$ cat src/rtl/serial_minmax_pkg.sv
package serial_minmax_pkg;
  // Strobes from the ordering control to the datapath
  typedef struct packed {
    logic swapSel; // 1: b goes to min, a goes to max
  } steer_t;
endpackage

$ cat src/rtl/serial_minmax_ctrl.sv
module serial_minmax_ctrl
  import serial_minmax_pkg::*;
(
  input  logic   clk,
  input  logic   rstN,
  input  logic   wordStart,
  input  logic   aBit,
  input  logic   bBit,
  output steer_t steer
);
  logic aLessQ, bLessQ;
  logic priorA, priorB;
  logic decideA, decideB;

  always_comb begin
    // A start strobe discards the old verdict before this bit is judged
    priorA  = wordStart ? 1'b0 : aLessQ;
    priorB  = wordStart ? 1'b0 : bLessQ;
    decideA = priorA | (~priorB & ~aBit &  bBit);
    decideB = priorB | (~priorA &  aBit & ~bBit);
    steer.swapSel = decideB;
  end

  always_ff @(posedge clk or negedge rstN) begin
    if (!rstN) begin
      aLessQ <= 1'b0;
      bLessQ <= 1'b0;
    end else begin
      aLessQ <= decideA;
      bLessQ <= decideB;
    end
  end

  // the two verdicts exclude each other
  assert_flags_exclusive_R5: assert property (@(posedge clk) disable iff (!rstN)
    $onehot0({aLessQ, bLessQ}));

  // a verdict held from earlier bits overrides the current bits
  assert_hold_a_R5: assert property (@(posedge clk) disable iff (!rstN)
    (aLessQ && !wordStart) |-> !steer.swapSel);
  assert_hold_b_R5: assert property (@(posedge clk) disable iff (!rstN)
    (bLessQ && !wordStart) |-> steer.swapSel);

  // a start strobe on an equal bit leaves the flags clear
  assert_start_clears_R6: assert property (@(posedge clk) disable iff (!rstN)
    (wordStart && (aBit == bBit)) |=> (!aLessQ && !bLessQ));

  // a start strobe with a>b on the first bit swaps in that same cycle
  assert_start_decides_R6: assert property (@(posedge clk) disable iff (!rstN)
    (wordStart && aBit && !bBit) |-> steer.swapSel);
endmodule

$ cat src/rtl/serial_minmax_dp.sv
module serial_minmax_dp
  import serial_minmax_pkg::*;
(
  input  logic   clk,
  input  logic   rstN,
  input  steer_t steer,
  input  logic   aBit,
  input  logic   bBit,
  output logic   minBit,
  output logic   maxBit
);
  always_comb begin
    minBit = steer.swapSel ? bBit : aBit;
    maxBit = steer.swapSel ? aBit : bBit;
  end

  // the outputs are a permutation of this cycle's inputs
  assert_output_permutation_R4: assert property (@(posedge clk) disable iff (!rstN)
    ((minBit ^ maxBit) == (aBit ^ bBit)) && ((minBit & maxBit) == (aBit & bBit)));
endmodule

$ cat src/rtl/serial_minmax.sv
module serial_minmax
  import serial_minmax_pkg::*;
(
  input  logic clk,
  input  logic rstN,
  input  logic wordStart,
  input  logic aBit,
  input  logic bBit,
  output logic minBit,
  output logic maxBit
);
  steer_t steer;

  serial_minmax_ctrl u_ctrl (
    .clk(clk), .rstN(rstN), .wordStart(wordStart),
    .aBit(aBit), .bBit(bBit), .steer(steer)
  );

  serial_minmax_dp u_dp (
    .clk(clk), .rstN(rstN), .steer(steer),
    .aBit(aBit), .bBit(bBit), .minBit(minBit), .maxBit(maxBit)
  );
endmodule

$ cat config.mk
export PLATFORM = sky130hd
export DESIGN_NAME = serial_minmax
export DESIGN_NICKNAME = d
export VERILOG_FILES = /design/src/rtl/serial_minmax_pkg.sv /design/src/rtl/serial_minmax_ctrl.sv /design/src/rtl/serial_minmax_dp.sv /design/src/rtl/serial_minmax.sv
export SDC_FILE = /design/constraint.sdc
export NUM_CORES = 1
export LEC_CHECK = 0
export ABC_AREA = 1
export BUFFER_PORTS_ARGS = -buffer_cell sky130_fd_sc_hd__buf_2
export CORE_AREA = 2 2 39 41
export DETAILED_ROUTE_END_ITERATION = 16
export DIE_AREA = 0 0 41 43
export PLACE_DENSITY = 0.31
export SETUP_SLACK_MARGIN = 0.02
export SYNTH_ARGS = -nofsm -noshare
export SYNTH_HDL_FRONTEND = slang
export SYNTH_SLANG_ARGS = --single-unit
$ cat constraint.sdc
create_clock -name clk -period 0.8 [get_ports clk]
set_clock_uncertainty 0.1 [all_clocks]
set_input_delay 0.08 -clock clk [delete_from_list [all_inputs] [get_ports clk]]
set_output_delay 0.08 -clock clk [all_outputs]
set_load 0.005 [all_outputs]
==> flow_metrics.tcl <==
set metrics [dict create \
    outcome "finished with violations" \
    violations "negative setup slack" \
    floorplan.initialDensity_pct 8.59 \
    drt-total-wl_um 403 \
    post-route-period-util_pct 146 \
    area_growth_pct 140 \
    die_area_sq_mm 0.00176 \
    viasPerCell 3.40 \
    routed.top_layer "met3" \
    finalSetupTns_ns -1.16 \
    grt_usage_pct 6.21 \
    crit_fanout 3 \
    grt_pass1_vias 204 \
    clk_latency_ns 0.22 \
    fill_cells 166 \
    syn_inst 17 \
    setup_viol 4 \
    ff2ff_setup_slack_ns -0.28 \
    crit_slowest_cell "dfrtp_1" \
    worstPathRequired_ns 0.62 \
    critical-path-top-delay-family "flip-flops" \
    clkPwrFrac_pct 46.9 \
    cts_root_buf "clkbuf_4" \
    overflow 0 \
    wl_met1_um 127 \
    whs_ns 0.0712 \
    nNetsFinal 43 \
    max_freq_ghz 0.854 \
    antenna_found_initial 0 \
    p_leak_nw 0.161 \
    crit_buf_inv 1 \
    seq_area_frac_synth_pct 42.1 \
    num_io_pins 7 \
    numPortBuffers 6 \
    cp-start-kind "register" \
    gp_congestion 0.640 \
    first_pass_iters 2 \
    r2r-start "u_ctrl.bLessQ" \
    wl_met2_um 266 \
    rsz0062_at_grt "true" \
    dp_hpwl_um 274 \
    design_area_sq_um 285 \
    yosysWarningCount 0 \
    ant_nets 0 \
    cts_buffers 3 \
    arrival_ns 0.99 \
    cpMostUsedCell "nand2_2" \
    p_sw_share_pct 23.9 \
    die-height_um 43 \
    syn_avg_cell_area_sq_um 6.99 \
    grt_max_degree 5 \
    cts_buffer_depth 2 \
    crit_start "u_ctrl.aLessQ" \
    drive_above_1_share_pct 63.9 \
    via_count 177 \
    place_inst 44 \
    clkTransAtPathRegs_ns 0.03 \
    tightest_slew_ns 0.118 \
    critPathKind "reg -> out" \
    r2r_end "u_ctrl.bLessQ" \
    coreArea_sq_mm 0.00138 \
    max_stage_delay_ns 0.37 \
    drc 0 \
    cts_sinks 2 \
    holdCritPathClass "in -> async" \
    multi_input_area_sq_um 66.3 \
    dpl_cell_area_sq_um 209 \
    wl_per_cell_um 7.75 \
    relSlewSlack_pct 92.2 \
    slew_viol_final 0 \
    htreeDepth 1 \
    period_minus_slack_ns 1.17 \
    power_switching_mw 0.113 \
    finalNonFillerCells 52 \
    synthDistinctLibCells 6 \
    intPower_mw 0.359 \
    mappedNetlistArea_sq_um 119 \
    register_area_sq_um 50.0 \
    grt_pass1_wl_um 648 \
    diodes 0 \
    maxCapViolCount 0 \
    p_total_mw 0.472 \
    crit_chain "nand2_2, nand2_2, nand2_2, nand2_1, nand2_1, buf_2" \
    mappedNetlistNets 22 \
    r2r_cells 5 \
    wl_met3_um 9 \
    fp.dieW_um 41 \
    endpoint_kind "output pin" \
    drt-initial-drc-count 1 \
    pwr-share-comb_pct 28.0 \
    synth_seq_cells 2 \
    pwr-share-seq_pct 25.1 \
    tritoncts "built" \
    cellPowerDensity_mw_per_mm2 1650 \
    vdd_drop_max_v 0.000294 \
    setup_slack_ns -0.370 \
    core.rowCount 14 \
    hold_viol 0 \
]
==> Yosys cell counts <==
master,number,share of area [%]
nand3_1,4,17
nand2_2,2,11
nor2_2,1,5.3
nand2_1,6,19
inv_1,2,6.3
dfrtp_1,2,42
==> registers in the layout (all words and copies together), names as in the netlist <==
register and count:
u_ctrl.aLessQ 1, u_ctrl.bLessQ 1
==> worst reg2reg max path: stages (launching register included) <==
cell and delay (ns):
dfrtp_1 0.37, nand2_2 0.11, nand2_2 0.07, buf_4 0.13, buf_6 0.10, buf_6 0.10
==> power by group through the flow <==
stage          combinational (mW)  clock (mW)  sequential, mW
3_5_place_dp               0.0915           0           0.118
3_3_place_gp               0.0905           0           0.118
5_1_grt                     0.149       0.244           0.119
4_1_cts                     0.109       0.235           0.118
6_report                    0.132       0.221           0.118
2_1_floorplan              0.0377           0           0.117
==> how the worst max path moves through the flow <==
stage | slack, ns | cells after the start | endpoint
2_1_floorplan | -0.01 | 5 | maxBit
3_3_place_gp | -0.16 | 6 | maxBit
3_5_place_dp | -0.15 | 6 | maxBit
4_1_cts | -0.37 | 6 | maxBit
5_1_grt | -0.46 | 6 | maxBit
6_report | -0.37 | 6 | maxBit
==> kinds of logic after synthesis <==
| kind of cell | after synthesis | share of synthesized area (%) |
|---|---|---|
| buffers and inverters | 2 | 6.32 |
| flip-flops | 2 | 42.1 |
| AND/OR/NAND/NOR | 13 | 51.6 |
==> what timing repair did <==
action	in CTS	in global routing
pin swaps	0	0
hold endpoints to repair	2	0
resized for setup	1	3
hold buffers	1	0
buffers inserted	2	3
endpoints found under the setup margin	4	4
gates cloned	0	0
==> area by class of cell <==
| class | instances | share of cell area, % |
|---|---|---|
| timing repair buffer | 16 | 41.7 |
| multi-input combinational | 13 | 23.2 |
| sequential | 2 | 17.5 |
| clock buffer | 3 | 7.89 |
| tap | 16 | 7.02 |
| inverter | 2 | 2.63 |
==> layout by cell type, fill, tap and decap left out <==
master,n
nand2_1,4
nor2_2,1
nand2_2,4
dlygate4sd3_1,1
buf_6,3
dfrtp_1,2
buf_4,6
buf_2,6
nand3_1,4
clkbuf_4,3
inv_1,2
==> routing by layer <==
layer | vias up | global-route usage [%]
met1 | 84 | 3.51
li1 | 91 | -
met2 | 2 | 9.38
met3 | 0 | 4.71
met5 | - | 0
met4 | 0 | 8.00
==> per-stage QoR <==
step	utilization (%)	setup WS [ns]
6_report	20.6	-0.370
5_1_grt	20.6	-0.463
4_1_cts	18.7	-0.368
3_5_place_dp	15.1	-0.148
3_3_place_gp	15.1	-0.155
2_1_floorplan	-	-0.0110
Note: power is estimated with default switching activity, not from simulation.
